<file path="src/rtl/fcs_pkg.sv">
package fcs_pkg;

    typedef enum logic [3:0] {
        ST_IDLE,
        ST_PRE,
        ST_PRE_WAIT,
        ST_PDOWN,
        ST_FREQ,
        ST_EXIT,
        ST_EMRS,
        ST_MRD_WAIT,
        ST_MRS,
        ST_RELOCK
    } fcs_state_e;

    typedef struct packed {
        logic ready;
        logic cke;
        logic pre_all;
        logic emrs;
        logic mrs;
        logic freq_req;
    } fcs_pins_t;

    localparam int FCS_MIN_CKE_LOW = 2;

    function automatic int fcs_max(input int a, input int b);
        return (a > b) ? a : b;
    endfunction

    function automatic fcs_pins_t fcs_decode(input fcs_state_e s);
        fcs_pins_t p;
        p = '{ready: 1'b0, cke: 1'b1, pre_all: 1'b0, emrs: 1'b0, mrs: 1'b0, freq_req: 1'b0};
        case (s)
            ST_IDLE:  p.ready    = 1'b1;
            ST_PRE:   p.pre_all  = 1'b1;
            ST_PDOWN: p.cke      = 1'b0;
            ST_FREQ: begin
                p.cke      = 1'b0;
                p.freq_req = 1'b1;
            end
            ST_EMRS:  p.emrs     = 1'b1;
            ST_MRS:   p.mrs      = 1'b1;
            default:  ;
        endcase
        return p;
    endfunction

endpackage

</file>
<file path="src/rtl/fcs_timer.sv">
module fcs_timer #(
    parameter int CNT_W = 8
) (
    input  logic             clk,
    input  logic             rst,
    input  logic             load,
    input  logic [CNT_W-1:0] load_val,
    output logic             zero
);
    logic [CNT_W-1:0] cnt_q;

    always_ff @(posedge clk) begin
        if (rst) begin
            cnt_q <= '0;
        end else if (load) begin
            cnt_q <= load_val;
        end else if (cnt_q != '0) begin
            cnt_q <= cnt_q - 1'b1;
        end
    end

    assign zero = (cnt_q == '0);
endmodule

</file>
<file path="src/rtl/fcs_fsm.sv">
module fcs_fsm
    import fcs_pkg::*;
#(
    parameter int               CNT_W  = 8,
    parameter logic [CNT_W-1:0] RP_M1  = '0,
    parameter logic [CNT_W-1:0] CKE_M1 = '0,
    parameter logic [CNT_W-1:0] XP_M1  = '0,
    parameter logic [CNT_W-1:0] MRD_M1 = '0,
    parameter logic [CNT_W-1:0] RL_M2  = '0
) (
    input  logic             clk,
    input  logic             rst,
    input  logic             start,
    input  logic             bank_open,
    input  logic             upd_cl_en,
    input  logic             clk_stable,
    input  logic             main_zero,
    input  logic             rl_zero,
    output fcs_state_e       state_d,
    output logic             main_load,
    output logic [CNT_W-1:0] main_val,
    output logic             rl_load,
    output logic [CNT_W-1:0] rl_val
);
    fcs_state_e state_q;
    logic       upd_q;

    always_comb begin
        state_d   = state_q;
        main_load = 1'b0;
        main_val  = '0;
        rl_load   = 1'b0;
        rl_val    = RL_M2;
        case (state_q)
            ST_IDLE: begin
                if (start) begin
                    if (bank_open) begin
                        state_d = ST_PRE;
                    end else begin
                        state_d   = ST_PDOWN;
                        main_load = 1'b1;
                        main_val  = CKE_M1;
                    end
                end
            end
            ST_PRE: begin
                state_d   = ST_PRE_WAIT;
                main_load = 1'b1;
                main_val  = RP_M1;
            end
            ST_PRE_WAIT: begin
                if (main_zero) begin
                    state_d   = ST_PDOWN;
                    main_load = 1'b1;
                    main_val  = CKE_M1;
                end
            end
            ST_PDOWN: begin
                if (main_zero) state_d = ST_FREQ;
            end
            ST_FREQ: begin
                if (clk_stable) begin
                    state_d   = ST_EXIT;
                    main_load = 1'b1;
                    main_val  = XP_M1;
                end
            end
            ST_EXIT: begin
                if (main_zero) state_d = ST_EMRS;
            end
            ST_EMRS: begin
                state_d   = ST_MRD_WAIT;
                main_load = 1'b1;
                main_val  = MRD_M1;
                rl_load   = 1'b1;
            end
            ST_MRD_WAIT: begin
                if (main_zero) state_d = upd_q ? ST_MRS : ST_RELOCK;
            end
            ST_MRS: begin
                state_d = ST_RELOCK;
            end
            ST_RELOCK: begin
                if (rl_zero) state_d = ST_IDLE;
            end
            default: state_d = ST_IDLE;
        endcase
    end

    always_ff @(posedge clk) begin
        if (rst) begin
            state_q <= ST_IDLE;
            upd_q   <= 1'b0;
        end else begin
            state_q <= state_d;
            if (state_q == ST_IDLE && start) begin
                upd_q <= upd_cl_en;
            end
        end
    end
endmodule

</file>
<file path="src/rtl/fcs_pin_drive.sv">
module fcs_pin_drive
    import fcs_pkg::*;
(
    input  logic       clk,
    input  logic       rst,
    input  fcs_state_e state_d,
    output fcs_pins_t  pins
);
    always_ff @(posedge clk) begin
        if (rst) begin
            pins <= fcs_decode(ST_IDLE);
        end else begin
            pins <= fcs_decode(state_d);
        end
    end
endmodule

</file>
<file path="src/rtl/dram_fchg_seq.sv">
module dram_fchg_seq
    import fcs_pkg::*;
#(
    parameter int T_RP     = 3,
    parameter int T_CKE    = 2,
    parameter int T_XP     = 2,
    parameter int T_MRD    = 2,
    parameter int T_RELOCK = 200
) (
    input  logic clk,
    input  logic rst,
    input  logic fchg_start,
    input  logic bank_open,
    input  logic upd_cl_en,
    input  logic clk_stable,
    output logic ready,
    output logic cke,
    output logic cmd_pre_all,
    output logic cmd_emrs_dll_rst,
    output logic cmd_mrs,
    output logic freq_change_req
);
    localparam int T_CKE_EFF = fcs_max(T_CKE, FCS_MIN_CKE_LOW);
    localparam int MAX_T     = fcs_max(fcs_max(fcs_max(T_RP, T_CKE_EFF),
                                               fcs_max(T_XP, T_MRD)), T_RELOCK);
    localparam int CNT_W     = $clog2(MAX_T + 1);

    localparam logic [CNT_W-1:0] RP_M1  = CNT_W'(T_RP - 1);
    localparam logic [CNT_W-1:0] CKE_M1 = CNT_W'(T_CKE_EFF - 1);
    localparam logic [CNT_W-1:0] XP_M1  = CNT_W'(T_XP - 1);
    localparam logic [CNT_W-1:0] MRD_M1 = CNT_W'(T_MRD - 1);
    localparam logic [CNT_W-1:0] RL_M2  = CNT_W'(T_RELOCK - 2);

    localparam int N_TIMERS = 2;

    fcs_state_e       state_d;
    logic             tmr_load [N_TIMERS];
    logic [CNT_W-1:0] tmr_val  [N_TIMERS];
    logic             tmr_zero [N_TIMERS];
    fcs_pins_t        pins;

    fcs_fsm #(
        .CNT_W (CNT_W),
        .RP_M1 (RP_M1),
        .CKE_M1(CKE_M1),
        .XP_M1 (XP_M1),
        .MRD_M1(MRD_M1),
        .RL_M2 (RL_M2)
    ) u_fsm (
        .clk       (clk),
        .rst       (rst),
        .start     (fchg_start),
        .bank_open (bank_open),
        .upd_cl_en (upd_cl_en),
        .clk_stable(clk_stable),
        .main_zero (tmr_zero[0]),
        .rl_zero   (tmr_zero[1]),
        .state_d   (state_d),
        .main_load (tmr_load[0]),
        .main_val  (tmr_val[0]),
        .rl_load   (tmr_load[1]),
        .rl_val    (tmr_val[1])
    );

    for (genvar g = 0; g < N_TIMERS; g++) begin : g_tmr
        fcs_timer #(.CNT_W(CNT_W)) u_tmr (
            .clk     (clk),
            .rst     (rst),
            .load    (tmr_load[g]),
            .load_val(tmr_val[g]),
            .zero    (tmr_zero[g])
        );
    end

    fcs_pin_drive u_pins (
        .clk    (clk),
        .rst    (rst),
        .state_d(state_d),
        .pins   (pins)
    );

    assign ready            = pins.ready;
    assign cke              = pins.cke;
    assign cmd_pre_all      = pins.pre_all;
    assign cmd_emrs_dll_rst = pins.emrs;
    assign cmd_mrs          = pins.mrs;
    assign freq_change_req  = pins.freq_req;
endmodule

</file>
<file path="config.mk">
export PLATFORM = sky130hd
export DESIGN_NAME = dram_fchg_seq
export DESIGN_NICKNAME = d
export VERILOG_FILES = /design/src/rtl/fcs_pkg.sv /design/src/rtl/fcs_timer.sv /design/src/rtl/fcs_fsm.sv /design/src/rtl/fcs_pin_drive.sv /design/src/rtl/dram_fchg_seq.sv
export SDC_FILE = /design/constraint.sdc
export NUM_CORES = 1
export LEC_CHECK = 0
export ABC_AREA = 1
export BUFFER_PORTS_ARGS = -buffer_cell sky130_fd_sc_hd__buf_2
export CORE_ASPECT_RATIO = 2
export CORE_MARGIN = 8
export CORE_UTILIZATION = 50
export CTS_BUF_LIST = sky130_fd_sc_hd__clkbuf_16
export DETAILED_ROUTE_END_ITERATION = 10
export PLACE_DENSITY = 0.7
export SYNTH_ARGS = -nofsm -noshare
export SYNTH_HDL_FRONTEND = slang
export SYNTH_SLANG_ARGS = --single-unit
</file>
<file path="constraint.sdc">
create_clock -name clk -period 1.45 [get_ports clk]
set_input_delay 0.145 -clock clk [delete_from_list [all_inputs] [get_ports clk]]
set_output_delay 0.145 -clock clk [all_outputs]
set_load 0.05 [all_outputs]
</file>
==> results of run 1 <==
metrics by stage:
stage                     setup slack [ns]  util (%)  TNS [ns]  instance area, um^2
after floorplan                    0.07207         -         0                 1520
after global placement            -0.01604     56.93  -0.01604                 1675
after detailed placement          -0.04177     56.93  -0.06552                 1675
after CTS                          0.01249     60.08         0                 1768
after global routing               -0.1074     63.39   -0.7754                 1866
final                             0.002534     63.39         0                 1866
worst max-delay path by stage:
stage | to | slack (ns) | cells past startpoint
floorplan | u_pins.pins[4] | 0.07 | 11
global placement | u_pins.pins[4] | -0.02 | 11
detailed placement | u_pins.pins[4] | -0.04 | 11
CTS | u_pins.pins[4] | 0.01 | 11
global route | u_pins.pins[4] | -0.11 | 11
finish | u_pins.pins[4] | 0.003 | 11
cells in the final DEF, fill, tap and decap left out, drive strengths merged:
cell type | netlist | final
a21oi | 8 | 8
and3 | 2 | 2
buf | 1 | 24
clkbuf | 0 | 3
dfxtp | 27 | 27
ha | 3 | 3
inv | 45 | 46
nand2 | 46 | 46
nand3 | 17 | 17
nand4 | 1 | 1
nor2 | 42 | 42
nor3 | 3 | 3
o21ai | 14 | 14
o21bai | 3 | 3
o22ai | 1 | 1
xor2 | 5 | 5
report_power, final:
group	leakage (nW)	switching, mW	total, mW	internal [mW]
sequential	0.224	0.173	1.18	1.00
combinational	0.679	1.72	2.79	1.07
clock	0.0423	0.242	0.610	0.369
total	0.946	2.13	4.57	2.44
worst max-delay path: cells and delay by family, from the launching register on:
kind / cells / cell delay, ns
buf+inv: 2 / 0.10
fa+ha+maj: 1 / 0.14
flops: 1 / 0.32
simple gates: 8 / 0.77
final cells by class:
| class | count | area [um^2] |
|---|---|---|
| Sequential cell | 27 | 548.0 |
| Clock buffer | 3 | 75.07 |
| Tap cell | 30 | 37.54 |
| Clock inverter | 1 | 3.754 |
| Timing Repair Buffer | 24 | 152.6 |
| Fill cell | 281 | 1077 |
| Multi-Input combinational cell | 145 | 879.6 |
| Inverter | 45 | 168.9 |
repair_timing:
| action | CTS | global route |
|---|---|---|
| gates resized for setup | 3 | 25 |
| hold endpoints to repair | 0 | 0 |
| gates cloned | 0 | 0 |
| pin swaps | 1 | 14 |
| setup endpoints to repair | 10 | 20 |
| buffers inserted | 0 | 4 |
per-layer routing:
metal	up-vias	wire length, um	share of wire, %
met4	0	86	2.4
met1	624	1281	36
met5	-	0	0
li1	721	-	-
met3	8	52	1.5
met2	16	2128	60
cell families (layout without fill, tap and decap cells):
kind of cell,Yosys count,in the layout,share of synthesized area [%]
AO/OA/AOI/OAI,26,26,9.876
adder cells (fa/ha/maj),3,3,2.469
AND/OR/NAND/NOR,111,111,37.78
buffers and inverters,46,73,11.44
flip-flops,27,27,35.56
XOR/XNOR,5,5,2.881
registers in the layout (all words and copies together), names as in the netlist:
register,count
u_fsm.upd_q,1
g_tmr.u_tmr.cnt_q,16
u_fsm.state_q,4
u_pins.pins,6
==> results.json, run 1 <==
{
  "clock-sinks": 27,
  "crit_arrival_ns": 1.61,
  "yosys-top-cells-count": "inv_1 (37), nand2_1 (37), dfxtp_1 (27)",
  "grt_pass1_vias": 1357,
  "hold_depth": 3,
  "dp_cells": 267,
  "top_usage_layer": "met2",
  "r2r_cells": 11,
  "met1_usage_pct": 11.96,
  "grt_start_max_net_pins": 15,
  "grtUsageMet3_pct": 2.698,
  "final_cells": 275,
  "ys_seq_area_share_pct": 35.56,
  "finalCritPeriodShare_pct": 99.83,
  "antenna_found_initial": 0,
  "reg2reg_from": "g_tmr[0].u_tmr.cnt_q[1]",
  "route.detailed.drc": 0,
  "drive_above_1_share_pct": 37.55,
  "ant_nets": 0,
  "routedWlPerCell_um": 12.90,
  "antenna_cells": 0,
  "hp-class": "in2reg",
  "cts_root_buf": "clkbuf_16",
  "yosysUniqueCellTypes": 27,
  "path_max_fanout": 8,
  "relSlewSlack_pct": 79.29,
  "synth.avg_cell_area_um2": 6.973,
  "core_um2": 2943,
  "holdBufCountCts": 0,
  "nets": 255,
  "syn-num-nets": 227,
  "postSynth.topFlopCell": "dfxtp_1",
  "yosysTopAreaCell": "dfxtp_1",
  "rsz0062_at_grt": "yes",
  "vias": 1369,
  "synth-edff-count": 0,
  "status": "completed",
  "critPathMaxStageDelay_ns": 0.32,
  "synthDominantCellAreaShare_pct": 35.56,
  "worstMarginPinSlew_ns": 0.3106,
  "synthesis.area_um2": 1520,
  "overflow": 0,
  "required_ns": 1.61,
  "cts_buffers": 3,
  "path_cells": "inv_2 > ha_4 > nand2_4 > nor2_8 > nand2_2 > nand2_2 > nand2_4 > nor2_4 > nand3_2 > nand2_1 > inv_1",
  "slowest_stage": "dfxtp_2",
  "hold_ws_ns": 0.1121,
  "hold_viol": 0,
  "die_w_um": 54.99,
  "path_class": "reg2reg",
  "p_per_area_nw_per_um2": 2451,
  "total_power_mw": 4.573,
  "clockBufferDepth": 2,
  "holdPathEnd": "u_fsm.upd_q",
  "crit_start": "g_tmr[0].u_tmr.cnt_q[1]",
  "post-route-min-period_ns": 1.447,
  "routabilityCongestion": 0.8463,
  "routed_wl_mm": 3.548,
  "fmax_mhz": 690.9,
  "skew_ns": 0.006886,
  "rrSetupSlack_ns": 0.003,
  "drv_cap": 0,
  "rows": 28,
  "dpl.hpwl_mm": 2.723,
  "cts_tree": "done",
  "use_met2_pct": 29.47,
  "finalSetupViolCount": 0,
  "finalMaxSlewViolations": 0,
  "grt_pass1_wl_mm": 5.609,
  "die_y_um": 93.98,
  "start_util_pct": 51.66,
  "htreeDepth": 1,
  "ys_top_cells_by_area": "dfxtp_1 (36%), inv_1 (9.1%), nand2_1 (9.1%)",
  "r2r-end": "u_pins.pins[4]",
  "drtIter0Drc": 24,
  "io_buffers": 11,
  "async_flop_share_pct": 0,
  "grt_usage_pct": 14.46,
  "ys_seq_elements": 27,
  "cp-start-kind": "flop",
  "clk_latency_ns": 0.26,
  "end_kind": "flop",
  "p_leak_nw": 0.9456,
  "vias_per_cell": 4.978,
  "firstDrtPassIters": 4,
  "syn_inst": 218,
  "path_clk_slew_ns": 0.07,
  "vdd_drop_max_v": 0.001443,
  "area_delta_synth_final_pct": 22.72,
  "dieArea_um2": 5168,
  "yosys_warnings": 0,
  "worstHoldStart": "upd_cl_en",
  "io_pins": 12
}
(Power assumes the default switching activity.)
==> run 2: changes to the inputs <==
--- a/config.mk
+++ b/config.mk
@@ -8,7 +8,7 @@
 export ABC_AREA = 1
 export BUFFER_PORTS_ARGS = -buffer_cell sky130_fd_sc_hd__buf_2
 export CORE_ASPECT_RATIO = 2
-export CORE_MARGIN = 8
+export CORE_MARGIN = 2
 export CORE_UTILIZATION = 50
 export CTS_BUF_LIST = sky130_fd_sc_hd__clkbuf_16
 export DETAILED_ROUTE_END_ITERATION = 10
==> run 2 against run 1 <==
Net effect:
- fmax increased by 0.33%
- non-clock buffer count decreased by 4
- largest power group unchanged
- hold slack got worse by 0.0013 ns
- clock skew decreased by 0.0045 ns
- cell count decreased by 1.5%
- register-to-register slack about the same
- final area decreased by 1.8%
- global-route usage increased by 6.5 points
- setup slack improved by 0.0047 ns
- sequential power about the same
==> results.json, run 2 (same netlist as run 1, synthesis figures left out) <==
{
  "status": "completed",
  "skew_ns": 0.002428,
  "power_frac_seq_pct": 26.1,
  "hold_depth": 3,
  "antenna_found_initial": 0,
  "post-route-min-period_ns": 1.443,
  "drv_cap": 0,
  "final_area_um2": 1832,
  "fillers": 285,
  "p_per_area_nw_per_um2": 2465,
  "hold_viol": 0,
  "regMostFlops": "g_tmr.u_tmr.cnt_q",
  "core_um2": 2943,
  "relSlewSlack_pct": 78.85,
  "rsz0062_at_grt": "yes",
  "cts_buffers": 3,
  "drtIter0Drc": 32,
  "routed-wl-met2_mm": 2.030,
  "antenna_cells": 0,
  "finalCritPeriodShare_pct": 99.50,
  "cp-start-kind": "flop",
  "r2r-end": "u_pins.pins[4]",
  "reg2reg_from": "g_tmr[0].u_tmr.cnt_q[0]",
  "area_delta_synth_final_pct": 20.49,
  "path_clk_slew_ns": 0.06,
  "finalMaxSlewViolations": 0,
  "wl_met1_mm": 1.201,
  "rows": 28,
  "p_leak_nw": 0.9360,
  "ant_nets": 0,
  "switching_share_pct": 47.23,
  "reg_top3": "g_tmr.u_tmr.cnt_q x16, u_pins.pins x6, u_fsm.state_q x4",
  "p_int_mw": 2.383,
  "clk_latency_ns": 0.26,
  "io_buffers": 11,
  "routabilityCongestion": 0.8348,
  "io_pins": 12,
  "overflow": 0,
  "dieArea_um2": 3524,
  "holdBufCountCts": 0,
  "grt_usage_pct": 21.00,
  "holdPathEnd": "u_fsm.upd_q",
  "die_w_um": 42.99,
  "dpl.hpwl_mm": 2.580,
  "clockPowerShare_pct": 13.7,
  "clock-sinks": 27,
  "required_ns": 1.61,
  "finalSetupViolCount": 0,
  "crit_arrival_ns": 1.61,
  "hp-class": "in2reg",
  "pre_cts_ws_ns": -0.02957,
  "grt_pass1_vias": 1371,
  "worst_slack_ns": 0.007269,
  "routed_wl_mm": 3.381,
  "worstHoldStart": "upd_cl_en",
  "htreeDepth": 1,
  "rrSetupSlack_ns": 0.007,
  "largest_register_ff_count": 16,
  "vias": 1359,
  "dp_cells": 266,
  "layout_common_cells": "inv_1 (36), nand2_1 (29), dfxtp_1 (22)",
  "path_max_fanout": 8,
  "comb_power_share_pct": 60.2,
  "routedWlPerCell_um": 12.48,
  "nets": 251,
  "worstMarginPinSlew_ns": 0.3148,
  "die_y_um": 81.98,
  "routed.top_layer": "met4",
  "end_kind": "flop",
  "cts_tree": "done",
  "cts_root_buf": "clkbuf_16",
  "place_area_um2": 1668,
  "total_power_mw": 4.516,
  "grt_pass1_wl_mm": 5.582,
  "wl_met3_um": 54,
  "vdd_drop_max_v": 0.001562,
  "mostFrequentLayoutCell": "inv_1",
  "path_class": "reg2reg",
  "firstDrtPassIters": 4,
  "vias_per_cell": 5.015,
  "r2r_cells": 11,
  "fmax_mhz": 693.1,
  "route.detailed.drc": 0,
  "clockBufferDepth": 2,
  "p_sw_mw": 2.133,
  "final_cells": 271,
  "setup_tns_ns": 0,
  "grt_start_max_net_pins": 15,
  "start_util_pct": 51.66,
  "drive_above_1_share_pct": 36.10
}
run 2: power groups by stage:
stage | Sequential, mW | Combinational, mW | Clock, mW
after global routing | 1.21 | 3.07 | 0.646
final | 1.18 | 2.72 | 0.619
after global placement | 1.17 | 2.46 | 0
after detailed placement | 1.18 | 2.47 | 0
after CTS | 1.16 | 2.53 | 0.633
after floorplan | 1.29 | 1.76 | 0
run 2: timing repair:
action / 4_1_cts / 5_1_grt
setup endpoints to repair: 9 / 17
pin swaps: 2 / 10
resized for setup: 3 / 26
setup buffers: 0 / 1
run 2: worst max-delay path, stage by stage, from the launching register on:
cell and delay (ns):
dfxtp_2 0.33, inv_2 0.07, ha_4 0.14, nand2_4 0.07
nor2_8 0.19, nand2_1 0.09, nand2_2 0.09, nand2_4 0.07
nor2_4 0.10, nand3_2 0.08, nand2_1 0.07, inv_1 0.03
run 2: layout make-up:
type	instances	area, um^2	area share [%]
timing repair buffer	20	122.6	6.694
multi-input combinational	145	877.1	47.88
inverter	45	168.9	9.221
sequential	27	546.8	29.85
tap	30	37.54	2.049
clock buffer	3	75.07	4.098
clock inverter	1	3.754	0.2049
run 2: stage by stage:
stage | hold slack, ns | utilization [%]
2_1_floorplan | 0.2727 | -
3_3_place_gp | 0.3853 | 56.68
3_5_place_dp | 0.3902 | 56.68
4_1_cts | 0.1140 | 59.86
5_1_grt | 0.1389 | 62.24
6_report | 0.1107 | 62.24
run 2: worst max-delay path by stage:
stage                       startpoint             end
4_1_cts               u_fsm.state_q[2]  u_pins.pins[3]
3_3_place_gp   g_tmr[0].u_tmr.cnt_q[1]  u_pins.pins[4]
6_report       g_tmr[0].u_tmr.cnt_q[0]  u_pins.pins[4]
5_1_grt        g_tmr[0].u_tmr.cnt_q[0]  u_pins.pins[4]
2_1_floorplan  g_tmr[0].u_tmr.cnt_q[0]  u_pins.pins[4]
3_5_place_dp   g_tmr[0].u_tmr.cnt_q[0]  u_pins.pins[4]
run 2: routing by layer:
layer / up-vias / GRT usage (%)
li1: 713 / -
met1: 618 / 18.16
met2: 20 / 42.73
met3: 8 / 2.637
met4: 0 / 13.03
met5: - / 0
==> run 3: changes to the inputs <==
--- a/config.mk
+++ b/config.mk
@@ -6,7 +6,8 @@
 export NUM_CORES = 1
 export LEC_CHECK = 0
 export ABC_AREA = 1
-export BUFFER_PORTS_ARGS = -buffer_cell sky130_fd_sc_hd__buf_2
+export BUFFER_PORTS_ARGS = -buffer_cell sky130_fd_sc_hd__buf_4
+export CAP_MARGIN = 20
 export CORE_ASPECT_RATIO = 2
 export CORE_MARGIN = 2
 export CORE_UTILIZATION = 50
@@ -15,4 +16,5 @@
 export PLACE_DENSITY = 0.7
 export SYNTH_ARGS = -nofsm -noshare
 export SYNTH_HDL_FRONTEND = slang
+export SYNTH_HIERARCHICAL = 1
 export SYNTH_SLANG_ARGS = --single-unit
==> run 3 against run 2 <==
Net effect:
- the run now ends with negative setup slack left
- critical endpoint is now u_pins/pins[4]
- power up 15%
- flip-flop and latch count unchanged
- final area is 32% higher
- clock power is 2% higher
- hold slack improved by 0.047 ns
- utilization grew 14 points
- wire length up 29%
- sequential share of layout area decreased by 7.2 points
- largest cell class unchanged
- area after synthesis increased by 10%
- critical path type unchanged
- sequential power is essentially flat
- first-iteration DRC count up 59%
==> results.json, run 3 <==
{
  "fillers": 237,
  "ys_top_cells_by_area": "dfxtp_1 (32%), nand2_1 (9.6%), nor2_1 (9.0%)",
  "crit_arrival_ns": 1.90,
  "cp-start-kind": "flop",
  "final_cells": 348,
  "drv_cap": 0,
  "reg_top3": "g_tmr.u_tmr/cnt_q x16, u_pins/pins x6, u_fsm/state_q x4",
  "regMostFlops": "g_tmr.u_tmr/cnt_q",
  "end_kind": "flop",
  "routabilityCongestion": 0.8447,
  "yosysUniqueCellTypes": 25,
  "synthesis.area_um2": 1677,
  "die_y_um": 85.89,
  "dieArea_um2": 3860,
  "holdBufCountCts": 0,
  "synth-edff-count": 0,
  "synth.avg_cell_area_um2": 6.680,
  "cts_buffers": 3,
  "dpl.hpwl_mm": 3.179,
  "grt_pass1_vias": 1751,
  "htreeDepth": 1,
  "rsz0062_at_grt": "yes",
  "start_util_pct": 52.51,
  "area_delta_synth_final_pct": 44.70,
  "nets": 326,
  "path_max_fanout": 5,
  "finalCritPeriodShare_pct": 120.0,
  "vias_per_cell": 4.971,
  "syn_inst": 251,
  "core_um2": 3193,
  "seq_area_um2": 549.3,
  "routed_wl_mm": 4.364,
  "worst_slack_ns": -0.2897,
  "path_class": "reg2reg",
  "dp_cells": 337,
  "antenna_found_initial": 0,
  "p_leak_nw": 1.199,
  "largest_register_ff_count": 16,
  "clk_latency_ns": 0.26,
  "antenna_cells": 0,
  "grt_start_max_net_pins": 20,
  "drtIter0Drc": 51,
  "firstDrtPassIters": 6,
  "r2r_cells": 14,
  "clockBufferDepth": 2,
  "skew_ns": 0.005073,
  "route.detailed.drc": 0,
  "async_flop_share_pct": 0,
  "yosys-top-cells-count": "nand2_1 (43), nor2_1 (40), dfxtp_1 (27)",
  "vdd_drop_max_v": 0.001473,
  "io_buffers": 11,
  "yosysMostFrequentCell": "nand2_1",
  "mostFrequentLayoutCell": "buf_4",
  "vias": 1730,
  "finalMaxSlewViolations": 0,
  "cts_root_buf": "clkbuf_16",
  "path_clk_slew_ns": 0.07,
  "final_area_um2": 2426,
  "io_pins": 12,
  "ant_nets": 0,
  "grt_pass1_wl_mm": 6.803,
  "overflow": 0,
  "yosysTopAreaCell": "dfxtp_1",
  "yosys_warnings": 6,
  "finalSetupViolCount": 17,
  "required_ns": 1.61,
  "status": "finished, violations left",
  "hold_viol": 0,
  "die_w_um": 44.95,
  "postSynth.topFlopCell": "dfxtp_1",
  "fmax_mhz": 574.8,
  "p_per_area_nw_per_um2": 2131,
  "layout_common_cells": "buf_4 (61), nand2_1 (38), nor2_1 (32)",
  "place_area_um2": 2133,
  "clock-sinks": 27,
  "hp-class": "in2reg",
  "drive_above_1_share_pct": 41.01,
  "violations": "negative setup slack",
  "ys_seq_area_share_pct": 32.24,
  "synthDominantCellAreaShare_pct": 32.24,
  "rows": 29,
  "ys_seq_elements": 27,
  "multi_input_area_um2": 1070,
  "routedWlPerCell_um": 12.54,
  "post-route-min-period_ns": 1.740,
  "hold_depth": 3,
  "cts_tree": "done",
  "grt_usage_pct": 23.82
}
run 3: cell count changes in the layout (fill, tap and decap cells not counted), sizes merged, moves of 2 or more:
cell / before / now
a21oi: 8 / 11
nand2: 46 / 48
conb: 0 / 14
nand3: 17 / 20
nor3: 3 / 8
inv: 46 / 32
nand4: 1 / 7
nor2: 42 / 52
and3: 2 / 0
xnor2: 0 / 4
xor2: 5 / 2
buf: 20 / 68
o21bai: 3 / 0
o211ai: 0 / 3
run 3: area by class of cell:
| class | instances | share of cell area (%) |
|---|---|---|
| repair buffers | 68 | 22.49 |
| clock inverters | 1 | 0.3094 |
| clock buffers | 3 | 3.094 |
| multi-input cells | 186 | 44.10 |
| inverters | 32 | 5.776 |
| well taps | 31 | 1.599 |
| flip-flops and latches | 27 | 22.64 |
run 3: path summary, 6_finish.rpt:
| kind | from | end | slack [ns] |
|---|---|---|---|
| worst max register to register | g_tmr[0].u_tmr/cnt_q[0] | u_pins/pins[4] | -0.29 |
| worst min register to register | u_fsm/upd_q | u_fsm/upd_q | 0.49 |
| worst min-delay path | upd_cl_en | u_fsm/upd_q | 0.16 |
| worst max-delay path | g_tmr[0].u_tmr/cnt_q[0] | u_pins/pins[4] | -0.29 |
run 3: power by group:
part | switching [mW] | internal [mW] | leakage [nW]
clock network | 0.257 | 0.375 | 0.0371
logic | 1.80 | 1.58 | 0.937
registers | 0.177 | 0.978 | 0.225
total | 2.24 | 2.93 | 1.20
run 3: cells by family after synthesis:
logic type	after synthesis	share of synthesized area (%)
AO/OA/AOI/OAI	29	9.402
XOR/XNOR	6	3.134
adder cells (fa/ha/maj)	2	1.492
buffers and inverters	50	15.15
flip-flops	27	32.24
other	2	0.4479
AND/OR/NAND/NOR	135	38.13
run 3: worst max-delay path, cell delays in order, from the launching register on:
cell and delay, ns:
dfxtp_2 0.33, inv_2 0.05, ha_4 0.16, nand2_4 0.08, nor2_8 0.06, buf_6 0.11, buf_4 0.13, nand4_1 0.08
nand3_1 0.11, nor2_2 0.16, inv_2 0.08, nor2_4 0.11, nand2_2 0.07, nand2_1 0.07, nand2_1 0.04
run 3: stage by stage:
stage	utilization, %	total power, mW	hold WS [ns]	TNS (ns)	worst slack (ns)
detailed placement	66.81	4.002	0.4320	-2.993	-0.2634
CTS	72.26	4.932	0.1582	-1.979	-0.1947
global placement	66.81	3.955	0.4220	-2.318	-0.2075
finish	75.98	5.171	0.1578	-2.519	-0.2897
global route	75.98	5.563	0.2105	-3.986	-0.3579
floorplan	-	3.005	0.2141	-1.506	-0.1908
run 3: layer usage:
layer,track usage [%],share of wire [%]
met5,0,0
met3,2.526,1.7
met4,14.71,3.6
met2,50.52,65
met1,16.60,30
run 3: repair_timing:
action / 4_1_cts / 5_1_grt
pin swaps: 11 / 19
setup endpoints to repair: 24 / 25
buffers inserted: 3 / 4
gates resized for setup: 23 / 30
